<file path="src/rtl/dpwm_pkg.sv">
// Package: default sizing shared by the dithered PWM modules.
// Assumes the phase count divides the counter range evenly.
package dpwm_pkg;
    localparam int DPWM_HW_BITS   = 7;  // coarse counter resolution
    localparam int DPWM_DITH_BITS = 3;  // dither refinement bits
    localparam int DPWM_PHASES    = 4;  // staggered output phases
endpackage

</file>
<file path="src/rtl/dpwm_timebase.sv">
// Module: shared period counter, dither pattern index and duty latch.
// Assumes duty_in is synchronous to clk; it is sampled only at the end
// of a full dither pattern.
module dpwm_timebase #(
    parameter int HW_BITS   = dpwm_pkg::DPWM_HW_BITS,
    parameter int DITH_BITS = dpwm_pkg::DPWM_DITH_BITS,
    localparam int DUTY_W   = HW_BITS + DITH_BITS
) (
    input  logic                 clk,
    input  logic                 rst_n,
    input  logic [DUTY_W-1:0]    duty_in,
    output logic [HW_BITS-1:0]   cnt_o,
    output logic [DITH_BITS-1:0] pidx_o,
    output logic [DUTY_W-1:0]    duty_act_o
);
    localparam logic [HW_BITS-1:0]   CNT_LAST  = {HW_BITS{1'b1}};
    localparam logic [DITH_BITS-1:0] PIDX_LAST = {DITH_BITS{1'b1}};

    logic [HW_BITS-1:0]   cnt_q;
    logic [DITH_BITS-1:0] pidx_q;
    logic [DUTY_W-1:0]    duty_q;
    logic                 period_end;
    logic                 pattern_end;

    assign period_end  = (cnt_q == CNT_LAST);
    assign pattern_end = period_end && (pidx_q == PIDX_LAST);

    // Free-running period counter, wraps every 2^HW_BITS clocks.
    always_ff @(posedge clk) begin
        if (!rst_n) cnt_q <= '0;
        else        cnt_q <= cnt_q + 1'b1;
    end

    // Pattern index advances once per shared switching period.
    always_ff @(posedge clk) begin
        if (!rst_n)          pidx_q <= '0;
        else if (period_end) pidx_q <= pidx_q + 1'b1;
    end

    // Active duty reloads only when a dither pattern completes.
    always_ff @(posedge clk) begin
        if (!rst_n)           duty_q <= '0;
        else if (pattern_end) duty_q <= duty_in;
    end

    assign cnt_o      = cnt_q;
    assign pidx_o     = pidx_q;
    assign duty_act_o = duty_q;

    AST_PIDX_HOLD: assert property (@(posedge clk) disable iff (!rst_n)
        !period_end |=> $stable(pidx_q)) else $error("pattern index moved mid-period");
    AST_DUTY_HOLD: assert property (@(posedge clk) disable iff (!rst_n)
        !pattern_end |=> $stable(duty_q)) else $error("duty reloaded mid-pattern");
endmodule

</file>
<file path="src/rtl/dpwm_level_sel.sv">
// Module: picks the hardware level for one period from the active duty
// and a pattern index. The upper level is used when the bit-reversed
// index is below the dither count, which spreads upper periods evenly.
// An all-ones duty saturates to a level that is high for the whole period.
module dpwm_level_sel #(
    parameter int HW_BITS   = dpwm_pkg::DPWM_HW_BITS,
    parameter int DITH_BITS = dpwm_pkg::DPWM_DITH_BITS,
    localparam int DUTY_W   = HW_BITS + DITH_BITS,
    localparam int LVL_W    = HW_BITS + 1
) (
    input  logic [DUTY_W-1:0]    duty,
    input  logic [DITH_BITS-1:0] idx,
    output logic [LVL_W-1:0]     level
);
    localparam logic [LVL_W-1:0] LVL_FULL = LVL_W'(1) << HW_BITS;

    logic [DITH_BITS-1:0] idx_rev;
    logic [HW_BITS-1:0]   base;
    logic [DITH_BITS-1:0] frac;
    logic                 upper;
    logic                 full;

    // Bit reversal of the pattern index, one wire per bit.
    for (genvar i = 0; i < DITH_BITS; i++) begin : g_rev
        assign idx_rev[i] = idx[DITH_BITS-1-i];
    end

    assign base  = duty[DUTY_W-1:DITH_BITS];
    assign frac  = duty[DITH_BITS-1:0];
    assign full  = &duty;
    assign upper = (idx_rev < frac);

    // Level is base or base+1, or saturated for an all-ones duty.
    always_comb begin
        if (full) level = LVL_FULL;
        else      level = {1'b0, base} + LVL_W'(upper);
    end
endmodule

</file>
<file path="src/rtl/dpwm_phase.sv">
// Module: one staggered phase. Its period starts when the shared counter
// equals OFFSET. The level is captured at that start and held, and the
// output is a registered compare of the phase-local count against it.
module dpwm_phase #(
    parameter int HW_BITS = dpwm_pkg::DPWM_HW_BITS,
    parameter int OFFSET  = 0,
    localparam int LVL_W  = HW_BITS + 1
) (
    input  logic               clk,
    input  logic               rst_n,
    input  logic [HW_BITS-1:0] cnt,
    input  logic [LVL_W-1:0]   sel_level,
    output logic               pwm
);
    localparam logic [LVL_W-1:0] LVL_FULL = LVL_W'(1) << HW_BITS;

    logic [HW_BITS-1:0] ph;
    logic               start;
    logic [LVL_W-1:0]   lvl_q;
    logic [LVL_W-1:0]   lvl_use;
    logic               pwm_q;

    assign ph      = cnt - HW_BITS'(OFFSET);
    assign start   = (ph == '0);
    assign lvl_use = start ? sel_level : lvl_q;

    // Hold the level chosen at the start of this phase's period.
    always_ff @(posedge clk) begin
        if (!rst_n)     lvl_q <= '0;
        else if (start) lvl_q <= sel_level;
    end

    // Registered compare so the gate command is glitch free.
    always_ff @(posedge clk) begin
        if (!rst_n) pwm_q <= 1'b0;
        else        pwm_q <= ({1'b0, ph} < lvl_use);
    end

    assign pwm = pwm_q;

    AST_LEVEL_HOLD: assert property (@(posedge clk) disable iff (!rst_n)
        !start |=> $stable(lvl_q)) else $error("level changed inside a period");
    AST_ZERO_LOW: assert property (@(posedge clk) disable iff (!rst_n)
        (!start && lvl_q == '0) |=> !pwm_q) else $error("output high at zero level");
    AST_FULL_HIGH: assert property (@(posedge clk) disable iff (!rst_n)
        (!start && lvl_q == LVL_FULL) |=> pwm_q) else $error("output low at full level");
endmodule

</file>
<file path="src/rtl/dpwm_multiphase_dither.sv">
// Module: top of the multi-phase dithered PWM. One timebase feeds
// PHASES level selectors and phase comparators. Phase k is offset by
// k/PHASES of a period and by k steps in the dither pattern, so that the
// phases share out the upper level within each period.
module dpwm_multiphase_dither #(
    parameter int HW_BITS   = dpwm_pkg::DPWM_HW_BITS,
    parameter int DITH_BITS = dpwm_pkg::DPWM_DITH_BITS,
    parameter int PHASES    = dpwm_pkg::DPWM_PHASES
) (
    input  logic                           clk,
    input  logic                           rst_n,
    input  logic [HW_BITS+DITH_BITS-1:0]   duty_in,
    output logic [PHASES-1:0]              pwm_out
);
    localparam int DUTY_W  = HW_BITS + DITH_BITS;
    localparam int LVL_W   = HW_BITS + 1;
    localparam int PH_STEP = (1 << HW_BITS) / PHASES;
    localparam int NUM_PAT = 1 << DITH_BITS;

    logic [HW_BITS-1:0]   cnt;
    logic [DITH_BITS-1:0] pidx;
    logic [DUTY_W-1:0]    duty_act;

    dpwm_timebase #(.HW_BITS(HW_BITS), .DITH_BITS(DITH_BITS)) u_tb (
        .clk(clk), .rst_n(rst_n), .duty_in(duty_in),
        .cnt_o(cnt), .pidx_o(pidx), .duty_act_o(duty_act)
    );

    // One selector and one comparator per staggered phase.
    for (genvar k = 0; k < PHASES; k++) begin : g_phase
        logic [DITH_BITS-1:0] idx_k;
        logic [LVL_W-1:0]     lvl_k;

        assign idx_k = pidx + DITH_BITS'(k % NUM_PAT);

        dpwm_level_sel #(.HW_BITS(HW_BITS), .DITH_BITS(DITH_BITS)) u_sel (
            .duty(duty_act), .idx(idx_k), .level(lvl_k)
        );

        dpwm_phase #(.HW_BITS(HW_BITS), .OFFSET(k * PH_STEP)) u_ph (
            .clk(clk), .rst_n(rst_n), .cnt(cnt),
            .sel_level(lvl_k), .pwm(pwm_out[k])
        );
    end
endmodule

</file>
<file path="config.mk">
export PLATFORM = sky130hd
export DESIGN_NAME = dpwm_multiphase_dither
export DESIGN_NICKNAME = d
export VERILOG_FILES = /design/src/rtl/dpwm_pkg.sv /design/src/rtl/dpwm_timebase.sv /design/src/rtl/dpwm_level_sel.sv /design/src/rtl/dpwm_phase.sv /design/src/rtl/dpwm_multiphase_dither.sv
export SDC_FILE = /design/constraint.sdc
export NUM_CORES = 1
export LEC_CHECK = 0
export BUFFER_PORTS_ARGS = -buffer_cell sky130_fd_sc_hd__buf_2
export CORE_ASPECT_RATIO = 0.6
export CORE_MARGIN = 2
export CORE_UTILIZATION = 50
export DETAILED_ROUTE_END_ITERATION = 8
export GPL_ROUTABILITY_DRIVEN = 1
export PLACE_DENSITY_LB_ADDON = 0.2
export SLEW_MARGIN = 40
export SYNTH_ARGS = -nofsm -noshare
export SYNTH_HDL_FRONTEND = slang
export SYNTH_SLANG_ARGS = --single-unit
</file>
<file path="constraint.sdc">
create_clock -name clk -period 4 [get_ports clk]
set_clock_uncertainty 0.05 [all_clocks]
set_input_delay 0.4 -clock clk [delete_from_list [all_inputs] [get_ports clk]]
set_output_delay 0.4 -clock clk [all_outputs]
set_load 0.005 [all_outputs]
</file>
==> impl_metrics.ini <==
[clock_tree]
cts.sinks = 56
tritoncts = yes
clkSlewWorstSetupHoldPaths_ns = 0.07
insertion_delay_ns = 0.30
post_cts_buffers = 0
tritoncts.num_buffers = 5
cts_root_buf = clkbuf_16
cts_max_level = 2
clock_path_buffers = 2

[timing]
fmax_mhz = 273
timing.final.ws_setup_ns = 0.340
period_needed_ns = 3.66
setup_tns_ns = 0
slew_viol_final = 0
hold_violations = 0
rsz0062_at_grt = no
post-route-period-util_pct = 91.5
worst_pin_slew_ns = 0.596
whs_ns = 0.284
setup-violations-final = 0
slew-limit-headroom_pct = 60.2

[worst_setup_path]
r2r-start = u_tb.pidx_o[1]
slowest_delay_ns = 0.41
critPathRequiredTime_ns = 4.20
worst_ep_arrival_time_ns = 3.86
r2r_cells = 16
ff2ff_setup_slack_ns = 0.34
cp_max_fo = 5
cp_common_cell = ha_1
worst_setup_path_start_kind = flip-flop
worstPathCellList = inv_1 -> ha_1 -> ha_1 -> a21o_1 -> a21oi_2 -> ha_2 -> ha_1 -> nand3_1 -> xor2_1 -> nor3_1 -> a21oi_1 -> ha_1 -> a21o_1 -> a211o_2 -> a2111oi_1 -> or3_1
crit_slowest_cell = dfxtp_1
rr_endpoint = g_phase[1].u_ph.pwm
crit_type = reg2reg
crit_path_end_kind = flip-flop

[global_route]
grt.overflow.total = 0
antenna_found_initial = 0
grt_max_degree = 30
grt_usage_pct = 23.7
grt_pass1_wl_mm = 13.9
grt_pass1_vias = 2764

[finish]
layout-drive-gt1-share_pct = 13.8
final_util_pct = 55.2
area_growth_pct = 6.90
multi_input_area_um2 = 2160
fill_cells = 617
stdcell_area_um2 = 3680
regArea_um2 = 1120
fin_nets = 455
n_antenna_cell = 0
stdcell_count = 487

[place]
placed_area_um2 = 3540
io_buffers = 15
dp.cells = 480
post-place-ws_ns = 0.232
place_congestion = 0.857
place_hpwl_mm = 6.00

[route]
ant_nets = 0
routed_via_density = 5.66
drc = 0
wire_per_inst_um = 16.8
drt_iter0_markers = 150
drt_wl_total_mm = 8.19
dr.pass1.iters = 4
via_count = 2754

[die]
num_rows = 23
fp.dieH_um = 68.3
start_util_pct = 51.6
die_w_um = 111
design.die.area_um2 = 7590
ios = 16
coreArea_um2 = 6680

[power]
peakVddDrop_v = 0.000210
power_density_nw_per_um2 = 287
finalPower_mw = 1.06
pwr-share-comb_pct = 6.1
clkPwrFrac_pct = 40.3
p_leak_nw = 1.53
seq_power_share_pct = 53.7
p_switching_uw = 245
p_int_uw = 814
sw_frac_of_total_pct = 23.1

[yosys]
synth.distinct_cells = 51
synth_edf_count = 0
ys_async_sr_fraction_pct = 0
synth_flop_cell = dfxtp_1
yosys_warnings = 0
syn_nets = 450
synth-seq-cells = 56
seq_area_frac_synth_pct = 32.5
synthesis.area_um2 = 3440
syn_inst = 395
avgSynthCellArea_um2 = 8.72

[run_status]
outcome = finished, final reports clean

[run]
maxCapViolations = 0

[worst_hold_path]
holdPathStages = 3
hp-start = duty_in[3]
hp-class = in2reg
worstHoldEndpoint = u_tb.duty_act_o[3]
[worst max-delay path by stage]
stage,start,endpoint
floorplan,u_tb.pidx_o[1],g_phase[1].u_ph.pwm
global placement,u_tb.pidx_o[1],g_phase[1].u_ph.pwm
detailed placement,u_tb.pidx_o[1],g_phase[1].u_ph.pwm
CTS,u_tb.pidx_o[1],g_phase[1].u_ph.pwm
global route,u_tb.pidx_o[1],g_phase[1].u_ph.pwm
finish,u_tb.pidx_o[1],g_phase[1].u_ph.pwm
[flip-flops by register name, summed over array words and instances (netlist names)]
register,cells
g_phase.u_ph.lvl_q,32
g_phase.u_ph.pwm,4
u_tb.cnt_o,7
u_tb.duty_act_o,10
u_tb.pidx_o,3
[critical path, delay by kind of cell (launching register included)]
kind / cells / cell delay [ns]
DFF: 1 / 0.41
AOI/OAI and AO/OA: 6 / 1.26
adders and majority gates: 5 / 1.24
buffers and inverters: 1 / 0.09
and+or+nand+nor: 3 / 0.42
xor gates and xnor gates: 1 / 0.15
[cell usage after synthesis, types with 6 or more instances]
cell	count	area [um2]
clkbuf_1	9	33.8
nor2_1	56	210
a21oi_2	6	52.6
a21oi_1	26	130
inv_1	10	37.5
xor2_1	16	140
o21ai_0	6	30.0
nand3_1	17	85.1
dfxtp_1	56	1120
ha_1	43	538
mux2i_1	11	110
buf_4	7	52.6
nor3_1	14	70.1
xnor2_1	13	114
a21o_1	6	45.0
nand2_1	26	97.6
[cells by family after synthesis]
family,after synthesis,share of synthesized area [%]
mux,11,3.20
xor+xnor,29,7.37
buf+inv,34,5.05
simple gates,150,22.4
flops,56,32.5
fa+ha+maj,43,15.6
compound gates,72,13.8
[cells in the final DEF, fill, tap and decap left out, drive strengths merged, types with 2 or more instances in the layout]
cell,instances
xnor2,13
nand3,17
nor3,17
a31oi,5
nand4,5
xor2,16
or3,3
a211oi,3
o211ai,2
nor2,59
a21o,6
ha,43
clkbuf,5
and2,2
nand2b,3
and3,5
dfxtp,56
clkinv,2
a2bb2oi,4
a21oi,32
buf,20
o2111ai,3
or2,3
and4,5
a22oi,4
o21ai,6
mux2i,11
o21a,3
nand2,26
inv,11
[cell type report]
| class | instances | area share (%) |
|---|---|---|
| inverters | 12 | 1.22 |
| clock inverters | 2 | 0.340 |
| clock buffers | 5 | 3.40 |
| repair buffers | 20 | 3.06 |
| well taps | 87 | 2.96 |
| multi-input cells | 305 | 58.6 |
| flip-flops and latches | 56 | 30.4 |
[layer usage]
| metal | GRT usage (%) | vias up | share of wire, % |
|---|---|---|---|
| met1 | 33.8 | 1286 | 52 |
| li1 | - | 1398 | - |
| met5 | 0 | - | 0 |
| met2 | 37.0 | 62 | 41 |
| met4 | 5.56 | 0 | 1.1 |
| met3 | 5.14 | 8 | 6.3 |
[power by group through the flow]
stage / logic [mW] / clock network (mW) / registers [mW]
finish: 0.0641 / 0.426 / 0.568
global route: 0.0734 / 0.462 / 0.569
CTS: 0.0637 / 0.439 / 0.568
detailed placement: 0.0632 / 0 / 0.581
global placement: 0.0629 / 0 / 0.581
floorplan: 0.0467 / 0 / 0.578
[repair_timing]
action                     4_1_cts  5_1_grt
gates resized for setup          0        3
setup endpoints to repair        0        1
hold buffers                     0        0
Power figures use the tool's default switching activity.
